==> config.mk <==
export PLATFORM = sky130hd
export DESIGN_NAME = xbus_arbiter
export DESIGN_NICKNAME = d
export VERILOG_FILES = /design/src/rtl/xbus_arbiter.sv
export SDC_FILE = /design/constraint.sdc
export NUM_CORES = 1
export LEC_CHECK = 0
export BUFFER_PORTS_ARGS = -buffer_cell sky130_fd_sc_hd__buf_2
export CAP_MARGIN = 20
export CORE_AREA = 2 2 39 41
export DETAILED_ROUTE_END_ITERATION = 8
export DIE_AREA = 0 0 41 43
export HOLD_SLACK_MARGIN = 0.02
export MAX_ROUTING_LAYER = met4
export PLACE_DENSITY = 0.33
export SYNTH_ARGS = -nofsm -noshare
export SYNTH_HDL_FRONTEND = slang
export SYNTH_SLANG_ARGS = --single-unit
==> constraint.sdc <==
create_clock -name clk -period 1.85 [get_ports clk]
set_input_delay 0.185 -clock clk [delete_from_list [all_inputs] [get_ports clk]]
set_output_delay 0.185 -clock clk [all_outputs]
set_load 0.01 [all_outputs]
==> src/rtl/xbus_arbiter.sv <==
module xbus_arbiter #(
  parameter int SYNC_STAGES = 2
) (
  input  logic clk,
  input  logic rst_n,
  input  logic core_rst,
  input  logic bus_req,
  input  logic acc_busy,
  input  logic acc_done,
  input  logic need_ext,
  input  logic go_mode,
  output logic bus_grant,
  output logic drv_en,
  output logic core_halt,
  output logic grant_hang
);
  logic [SYNC_STAGES-1:0] req_sync;
  logic req_s, busy_live, grant_nxt;

  always_ff @(posedge clk or negedge rst_n)
    if (!rst_n) req_sync <= '0;
    else        req_sync <= {req_sync[SYNC_STAGES-2:0], bus_req};

  assign req_s     = req_sync[SYNC_STAGES-1];
  assign busy_live = acc_busy & ~core_rst;
  assign grant_nxt = bus_grant ? req_s : (req_s & (~busy_live | acc_done));

  always_ff @(posedge clk or negedge rst_n)
    if (!rst_n) begin
      bus_grant <= 1'b0;
      drv_en    <= 1'b1;
    end else begin
      bus_grant <= grant_nxt;
      drv_en    <= ~grant_nxt;
    end

  assign core_halt  = bus_grant & (~go_mode | need_ext);
  assign grant_hang = bus_grant & need_ext;
endmodule


==> metrics, run 1 <==
worst-path maximum fanout 5; DIE AREA 0.00176 mm^2; post-synthesis cell area 148 um^2; Max-cap violations 0; peak supply drop 368 uV; Setup TNS Final 0 ns; root buf cell clkbuf_4; TritonCTS Buffers 3; GRT Total Usage 4.97%; IO Port Bufs 11; # diodes 0; post-CTS setup buffer count 0; final antenna-violating net count 0; Vias 148; I/O pin count 12; Final nets 35; cell taking the most area after synthesis dfrtp_1; RSZ-0062 raised after global routing false; FF-to-FF setup slack 0.91 ns; outcome finished clean; worst clock skew 0.00483 ns; initial core utilization 10.7%; worst-margin pin slew 0.299 ns; clk_lat worst skew 0.24 ns; register area share after synthesis 68.6%; most common library cell in the layout ignoring fill and taps buf_2; overall power 0.240 mW; first-pass GRT wire length 455 um; CP peak stage delay 0.40 ns; Pre-Repair DR Iteration Count 4; DRC viols 0; core area 0.00138 mm^2; Die X 41 um; Synth area leaders dfrtp_1 (51%), dfstp_2 (18%), a21boi_2 (7.6%); TritonCTS clock tree done; Yosys reg bits 4; Max Transition Viols Final 0; H-Tree Depth 1; largest net degree at the start of global routing 6; Hold/Removal Path Class in -> reg; post-route cell area 259 um^2; antenna violations before repair 0; Die H 43 um; # clock sinks 4; vias in the first global route 122; Max Root-Sink Buffers 2; row count 14; most frequent cells in the layout buf_2 (11), dfrtp_1 (3), clkbuf_4 (3), inv_1 (2); syn_area_per_cell 14.8 um^2; WS Path Type reg -> out; final setup fails 0; Layout Area Growth over Synthesis 75.4%; Post-Route WL 328 um; Worst EP required 1.66 ns; proportion of layout cells with a drive suffix above 1 65.4%; Placed Cells 37; drt wl/cell 7.81 um; dpl ws 0.907 ns; Critical Path Sink Type primary output; CP Data Arrival Time 0.94 ns; yosys synthesis warning count 0; final hold viol count 0; final setup margin 0.722 ns; fill count 158; vias per cell 3.52; crit start category flip-flop; gr ovfl total 0; Netlist cell types 7; DR iter-0 viols 4; Placed Instance Area 223 um^2; Worst path slowest cell dfrtp_1; P_leak 0.130 nW; Yosys top cell area share 50.8%; Power Density 927 mW/mm^2; Cells after Synth 10; Non-Filler Instances 42; gpl congestion 0.552; Post-CTS Resized 0; Final Critical Period 1.13 ns; Slew HR 79.8%; detailed placement HPWL 275 um; final worst-path cycle share 61.0%; Clock transition at path regs 0.04 ns; crit-path cells and2_2 -> buf_2; syn nets 18; Max Fclk 0.886 GHz
## cells in the mapped netlist
master	number
a21boi_2	1
o41a_1	1
dfstp_2	1
dfrtp_1	3
and2_2	1
o41ai_1	1
inv_1	2
## per-stage QoR
step / hold WS (ns) / util, %
2_1_floorplan: -0.111 / -
3_3_place_gp: -0.00908 / 16.1
3_5_place_dp: -0.00569 / 16.1
4_1_cts: 0.0396 / 18.7
5_1_grt: 0.0300 / 18.7
6_report: 0.0526 / 18.7
## critical path: cells and delay by family, from the launching register on
kind	cells	cell delay, ns
buffers and inverters	1	0.13
DFF	1	0.40
and+or+nand+nor	1	0.18
## layer usage
metal	up-vias	routed length, um	track usage (%)
li1	68	-	-
met3	0	83	6.28
met5	-	0	-
met4	0	0	4.00
met2	15	129	5.31
met1	65	114	4.26
## where the power goes
| group | internal (mW) | total, mW | switching [mW] |
|---|---|---|---|
| clock | 0.0810 | 0.118 | 0.0370 |
| combinational | 0.0142 | 0.0258 | 0.0116 |
| sequential | 0.0939 | 0.0964 | 0.00254 |
| total | 0.189 | 0.240 | 0.0511 |
## final timing paths
path / start / end / cells past startpoint
worst max-delay path: bus_grant / grant_hang / 2
worst min-delay path: bus_req / req_sync[0] / 1
worst max register to register: bus_grant / bus_grant / 1
worst min register to register: req_sync[0] / req_sync[1] / 0
max in group asynchronous: rst_n / drv_en / 2
min in group asynchronous: rst_n / req_sync[0] / 2
## flip-flops by register name (all words and copies together) (netlist names)
| signal | count |
|---|---|
| req_sync | 2 |
| drv_en | 1 |
| bus_grant | 1 |
## final cells by class
cell class | count | area [um^2] | area share [%]
Sequential cell | 4 | 101 | 39.1
Timing Repair Buffer | 12 | 65.1 | 25.1
Multi-Input combinational cell | 4 | 38.8 | 15.0
Clock buffer | 4 | 26.3 | 10.1
Tap cell | 16 | 20.0 | 7.73
Inverter | 2 | 7.51 | 2.90
## kinds of logic after synthesis
family | synth area share [%]
buf+inv | 5.09
flops | 68.6
simple gates | 5.09
compound gates | 21.2
## repair_timing
item | 4_1_cts | 5_1_grt
endpoints found under the hold margin | 4 | 0
endpoints found under the setup margin | 0 | 0
hold buffers | 1 | 0
No activity file was read; power rests on OpenSTA's default activity.
==> run 2: changes to the inputs <==
--- a/config.mk
+++ b/config.mk
@@ -5,6 +5,7 @@
 export SDC_FILE = /design/constraint.sdc
 export NUM_CORES = 1
 export LEC_CHECK = 0
+export ABC_AREA = 1
 export BUFFER_PORTS_ARGS = -buffer_cell sky130_fd_sc_hd__buf_2
 export CAP_MARGIN = 20
 export CORE_AREA = 2 2 39 41
@@ -12,7 +13,7 @@
 export DIE_AREA = 0 0 41 43
 export HOLD_SLACK_MARGIN = 0.02
 export MAX_ROUTING_LAYER = met4
-export PLACE_DENSITY = 0.33
+export PLACE_DENSITY = 0.34
 export SYNTH_ARGS = -nofsm -noshare
 export SYNTH_HDL_FRONTEND = slang
 export SYNTH_SLANG_ARGS = --single-unit
==> constraint.sdc (replaced) <==
create_clock -name clk -period 0.9 [get_ports clk]
set_input_delay 0.09 -clock clk [delete_from_list [all_inputs] [get_ports clk]]
set_output_delay 0.09 -clock clk [all_outputs]
set_load 0.01 [all_outputs]
==> run 2 against run 1 <==
Against the previous run:
- register-to-register slack worse by 0.85 ns
- highest routed layer unchanged
- wire length is 0.30% higher
- first-iteration DRC count is 50% lower
- the run now ends with negative setup slack left
- critical endpoint is now core_halt
- combinational power grew to 2.6 times the previous value
==> metrics, run 2 <==
Sequential Power Share 39.2% (-0.9 points); Gate power share 13.5% (+2.8 points); final worst-path cycle share 109%; Max-cap violations 0 (unchanged); clk_lat worst skew 0.23 ns (about the same); DIE AREA 0.00176 mm^2 (unchanged); Adder-Cell Fraction of Synth Area 0% (unchanged); cell taking the most area after synthesis dfrtp_1; Die H 43 um (unchanged); Final Critical Period 0.979 ns; FF+latch area 101 um^2 (unchanged); Netlist cell types 7 (unchanged); Synth async-reset ratio 100% (unchanged); antenna violations before repair 0 (unchanged); Post-Route WL 329 um (+0.30%); Layout Area Growth over Synthesis 99.1%; Vias 160 (+8.1%); worst-path maximum fanout 3 (-2); yosys synthesis warning count 0 (unchanged); Cells after Synth 15 (+5); final setup fails 4 (+4); count leader, synth inv_1; Power Density 1750 mW/mm^2 (+88%); first-pass GRT wire length 427 um (-6.2%); Die X 41 um (unchanged); clock share of power 47.3% (-1.8 points); TritonCTS Buffers 3 (unchanged); worst hold path cell count 4 (+3); drt wl/cell 6.71 um (-14%); register area share after synthesis 69.8% (+1.2 points); RSZ-0062 raised after global routing true; Main synth FF type dfrtp_1; Worst path slowest cell dfrtp_1; Pre-Repair DR Iteration Count 2 (-2); Psw 0.106 mW (+110%); synth cell count leaders inv_1 (4), dfrtp_1 (3), nand2_1 (3); Post-synth EDFFs 0 (unchanged); vias in the first global route 132 (+8.2%); worst clock skew 0.00675 ns (+0.00192 ns); Synth area leaders dfrtp_1 (52%), dfstp_2 (18%), inv_1 (10%); H-Tree Depth 1 (unchanged); failing checks negative setup slack; Post-Synth Simple-Gate Area 12.9% (+7.8 points); worst-margin pin slew 0.126 ns (-0.172 ns); most common library cell in the layout ignoring fill and taps buf_2; Max Root-Sink Buffers 2 (unchanged); most frequent cells in the layout buf_2 (9), inv_1 (4), nand2_1 (3), dfrtp_1 (3), clkbuf_4 (3); IO Port Bufs 11 (unchanged); Final nets 42 (+20%); Critical Path Sink Type primary output; gpl congestion 0.528 (-4.3%); proportion of layout cells with a drive suffix above 1 51.5% (-14 points); Hold/Removal Path Class in -> reg; fill count 154 (-2.5%); outcome complete, but fails checks; vias per cell 3.27 (-7.3%); Non-Filler Instances 49 (+17%); CP peak stage delay 0.38 ns (-0.02 ns); Yosys reg bits 4 (unchanged); footprint of the multi-input gates 31.3 um^2 (-19%); R2R depth 3 (+2); Placed Instance Area 220 um^2 (-1.1%); max reg flops 2 (unchanged); syn nets 23 (+5); final antenna-violating net count 0 (unchanged); multiplexer share of the synthesized area 0% (unchanged); row count 14 (unchanged); Compound-Gate Fraction of Synth Area 6.90% (-14 points); gr ovfl total 0 (unchanged); # clock sinks 4 (unchanged); core area 0.00138 mm^2 (unchanged); main combinational cell family by area after synthesis simple AND/OR/NAND/NOR gates; final hold viol count 0 (unchanged); DRC viols 0 (unchanged); # diodes 0 (unchanged); post-synthesis cell area 145 um^2 (-1.7%); initial core utilization 10.5% (-0.18 points); Top Registers req_sync: 2 flops, bus_grant: 1 flops, drv_en: 1 flops; Clock transition at path regs 0.03 ns (about the same); Slew HR 91.5% (+12 points); crit-path cells nand2_1 -> o21ai_1 -> buf_2; Top reg by flops req_sync; syn_area_per_cell 9.68 um^2 (-34%); Max Fclk 1.02 GHz; root buf cell clkbuf_4; largest net degree at the start of global routing 5 (-1); post-route cell area 289 um^2 (+12%); crit start category flip-flop; GRT Total Usage 4.76% (-0.21 points); I/O pin count 12 (unchanged); P_leak 0.160 nW (+23%); Yosys top cell area share 51.7% (+0.88 points); Sw Share 20.9% (-0.37 points); Max Transition Viols Final 0 (unchanged); peak supply drop 602 uV (+64%); Post-Synth XOR/XNOR Area 0% (unchanged); WS Path Type reg -> out; Pint 0.399 mW (+110%); final setup margin -0.0791 ns (-0.801 ns); TritonCTS clock tree done; DR iter-0 viols 2 (-2); CP Data Arrival Time 0.89 ns (-0.05 ns); Worst EP required 0.81 ns (-0.85 ns); Placed Cells 42 (+14%)
-- run 2: cell count changes after synthesis --
cell      previous run  this run
a21oi_1              0         1
nand2_1              0         3
o21ai_0              0         1
o41ai_1              1         0
inv_1                2         4
o41a_1               1         0
and2_2               1         0
a21boi_2             1         0
nor2_1               0         2
-- run 2: cell families (layout without fill, tap and decap cells) --
logic type	Yosys count	count (layout)
and+or+nand+nor	5	5
buffers and inverters	4	22
DFF	4	4
AOI/OAI and AO/OA	2	2
-- run 2: path summary, 6_finish.rpt --
path                             start          end  slack, ns
max                          bus_grant    core_halt      -0.08
min reg2reg                req_sync[0]  req_sync[1]       0.35
min in group asynchronous        rst_n  req_sync[0]       0.19
min                           core_rst       drv_en       0.08
max in group asynchronous        rst_n       drv_en       0.51
max reg2reg                  bus_grant    bus_grant       0.06
-- run 2: critical path, delay by kind of cell, from the launching register on --
kind | cells | cell delay (ns)
DFF | 1 | 0.38
buffers and inverters | 1 | 0.13
and+or+nand+nor | 1 | 0.08
AOI/OAI and AO/OA | 1 | 0.06
-- run 2: stage by stage --
step | util [%] | hold slack, ns | TNS [ns] | setup WS, ns | power [mW]
3_3_place_gp | 15.9 | -0.104 | 0 | 0.148 | 0.247
3_5_place_dp | 15.9 | -0.103 | 0 | 0.105 | 0.249
5_1_grt | 20.9 | 0.0825 | -0.390 | -0.134 | 0.551
6_report | 20.9 | 0.0803 | -0.215 | -0.0791 | 0.505
4_1_cts | 19.7 | 0.0745 | -0.232 | -0.115 | 0.511
2_1_floorplan | - | -0.206 | 0 | 0.0869 | 0.218
-- run 2: cell type report --
type	count	share of cell area (%)
tap	16	6.93
clock buffer	4	9.09
multi-input combinational	7	10.8
sequential	4	35.1
timing repair buffer	14	32.9
inverter	4	5.19
-- run 2: timing repair --
action | 4_1_cts | 5_1_grt
resized for setup | 2 | 2
hold buffers | 2 | 0
buffers inserted | 0 | 1
endpoints found under the setup margin | 3 | 4
cloned | 0 | 0
endpoints found under the hold margin | 5 | 0
pin swaps | 0 | 1
-- run 2: routing by layer --
metal / wire length [um] / GRT usage, % / vias up
met3: 63 / 7.85 / 0
met2: 141 / 5.31 / 14
met1: 124 / 2.62 / 67
li1: - / - / 79
met5: 0 / - / -
met4: 0 / 4.00 / 0
-- run 2: power by group through the flow --
stage          Combinational (mW)  Sequential (mW)  Clock, mW
6_report                   0.0680            0.198      0.239
5_1_grt                    0.0751            0.199      0.277
4_1_cts                    0.0588            0.199      0.253
2_1_floorplan              0.0155            0.203          0
3_3_place_gp               0.0475            0.199          0
3_5_place_dp               0.0485            0.200          0
==> run 3: changes to the inputs <==
--- a/config.mk
+++ b/config.mk
@@ -14,6 +14,7 @@
 export HOLD_SLACK_MARGIN = 0.02
 export MAX_ROUTING_LAYER = met4
 export PLACE_DENSITY = 0.34
+export SETUP_SLACK_MARGIN = 0.1
 export SYNTH_ARGS = -nofsm -noshare
 export SYNTH_HDL_FRONTEND = slang
 export SYNTH_SLANG_ARGS = --single-unit
==> run 3 against run 2 <==
Against the previous run:
- hold slack improved by 0.0015 ns
- setup slack better by 0.0028 ns
- cell count is the same
- via count is 0.63% higher
- clock skew about the same
- largest cell class unchanged
- sequential share of layout area did not move
- global-route usage grew 0.31 points
- critical endpoint unchanged
- the run still ends with negative setup slack left
- combinational power is 0.7% higher
==> metrics, run 3 (same netlist as run 2, synthesis figures left out) <==
antenna violations before repair 0 (unchanged); Top Registers req_sync: 2 flops, bus_grant: 1 flops, drv_en: 1 flops; worst-margin pin slew 0.139 ns (+0.0121 ns); DR iter-0 viols 1 (-1); Psw 0.109 mW (+3.0%); GRT Total Usage 5.07% (+0.31 points); core area 0.00138 mm^2 (unchanged); Layout Area Growth over Synthesis 99.1% (unchanged); Pre-Repair DR Iteration Count 2 (unchanged); proportion of layout cells with a drive suffix above 1 51.5% (unchanged); clk_lat worst skew 0.24 ns (about the same); TritonCTS Buffers 3 (unchanged); final worst-path cycle share 108% (-0.31 points); clock share of power 47.6% (+0.3 points); gpl congestion 0.528 (about the same); WS Path Type reg -> out; drt wl/cell 7.00 um (+4.3%); post-route cell area 289 um^2 (unchanged); Setup TNS Final -0.215 ns (+0.0000310 ns); initial core utilization 10.5% (unchanged); Clock transition at path regs 0.03 ns (about the same); Die X 41 um (unchanged); Max Transition Viols Final 0 (unchanged); H-Tree Depth 1 (unchanged); Sequential Power Share 39.0% (-0.2 points); CP Data Arrival Time 0.89 ns (about the same); Power Density 1760 mW/mm^2 (+0.66%); outcome complete, but fails checks; final setup fails 4 (unchanged); first-pass GRT wire length 441 um (+3.3%); Post-Route WL 343 um (+4.3%); Sw Share 21.4% (+0.48 points); Non-Filler Instances 49 (unchanged); vias in the first global route 134 (+1.5%); DIE AREA 0.00176 mm^2 (unchanged); worst-path maximum fanout 3 (unchanged); most frequent cells in the layout buf_2 (9), inv_1 (4), nand2_1 (3), dfrtp_1 (3), clkbuf_4 (3); final setup margin -0.0763 ns (+0.00277 ns); fill count 159 (+3.2%); vias per cell 3.29 (+0.62%); root buf cell clkbuf_4; # diodes 0 (unchanged); worst clock skew 0.00694 ns (+0.000191 ns); Max Root-Sink Buffers 2 (unchanged); final antenna-violating net count 0 (unchanged); Die H 43 um (unchanged); Placed Instance Area 220 um^2 (unchanged); most common library cell in the layout ignoring fill and taps buf_2; Max-cap violations 0 (unchanged); # clock sinks 4 (unchanged); I/O pin count 12 (unchanged); Max Fclk 1.02 GHz (+0.28%); DRC viols 0 (unchanged); Pint 0.399 mW (about the same); detailed placement HPWL 261 um; Top reg by flops req_sync; Placed Cells 42 (unchanged); failing checks negative setup slack; Worst EP required 0.81 ns (about the same); TritonCTS clock tree done; Finished Core Util 20.9% (unchanged); final hold viol count 0 (unchanged); Critical Path Sink Type primary output; RSZ-0062 raised after global routing true; largest net degree at the start of global routing 5 (unchanged); Slew HR 90.7% (-0.81 points); Final Critical Period 0.976 ns (-0.00277 ns); peak supply drop 615 uV (+2.2%); crit start category flip-flop; IO Port Bufs 11 (unchanged); Hold Worst Slack 0.0818 ns (+0.00151 ns); gr ovfl total 0 (unchanged); Hold/Removal Path Class in -> reg; row count 14 (unchanged); max reg flops 2 (unchanged); Gate power share 13.5% (about the same); P_leak 0.160 nW (unchanged); Final nets 42 (unchanged); Vias 161 (+0.63%)
-- run 3: cell counts in the layout (fill, tap and decap cells not counted) --
No cell type changed its count.
-- run 3: area by class of cell --
class / count / area, um^2 / area share [%]
inverters: 4 / 15.0 / 5.19
repair buffers: 14 / 95.1 / 32.9
flip-flops and latches: 4 / 101 / 35.1
multi-input cells: 7 / 31.3 / 10.8
clock buffers: 4 / 26.3 / 9.09
well taps: 16 / 20.0 / 6.93
-- run 3: power groups by stage --
stage          sequential, mW  clock, mW  combinational (mW)
2_1_floorplan           0.203          0              0.0160
3_3_place_gp            0.199          0              0.0482
3_5_place_dp            0.200          0              0.0495
4_1_cts                 0.199      0.255              0.0592
5_1_grt                 0.199      0.282              0.0765
6_report                0.198      0.242              0.0685
-- run 3: worst max-delay path: stages (launching register included) --
cell,delay [ns]
dfrtp_1,0.38
nand2_1,0.09
o21ai_1,0.06
buf_2,0.13
-- run 3: final timing paths --
check                                  from     endpoint  slack (ns)  depth (start not counted)
worst max-delay path              bus_grant    core_halt       -0.08                          3
worst min-delay path               acc_done       drv_en        0.08                          4
worst max register to register    bus_grant    bus_grant        0.06                          3
worst min register to register  req_sync[0]  req_sync[1]        0.35                          0
max in group asynchronous             rst_n       drv_en        0.50                          2
min in group asynchronous             rst_n  req_sync[1]        0.18                          2
-- run 3: repair_timing --
| action | CTS | global route |
|---|---|---|
| pin swaps | 0 | 1 |
| buffers inserted | 0 | 1 |
| setup endpoints to repair | 4 | 4 |
| hold buffers | 2 | 0 |
| endpoints found under the hold margin | 5 | 0 |
| gates resized for setup | 1 | 2 |
-- run 3: metrics by stage --
step                setup slack [ns]  power (mW)
floorplan                      0.157       0.219
global placement               0.168       0.248
detailed placement             0.151       0.250
CTS                           -0.103       0.513
global route                  -0.134       0.557
finish                       -0.0763       0.508
-- run 3: layer usage --
layer	part of all wire [%]	global-route usage [%]	vias to the layer above	routed length, um
li1	-	-	80	-
met2	44	5.31	14	151
met3	21	7.85	0	71
met4	0	6.00	0	0
met5	0	-	-	0
met1	35	2.62	67	121
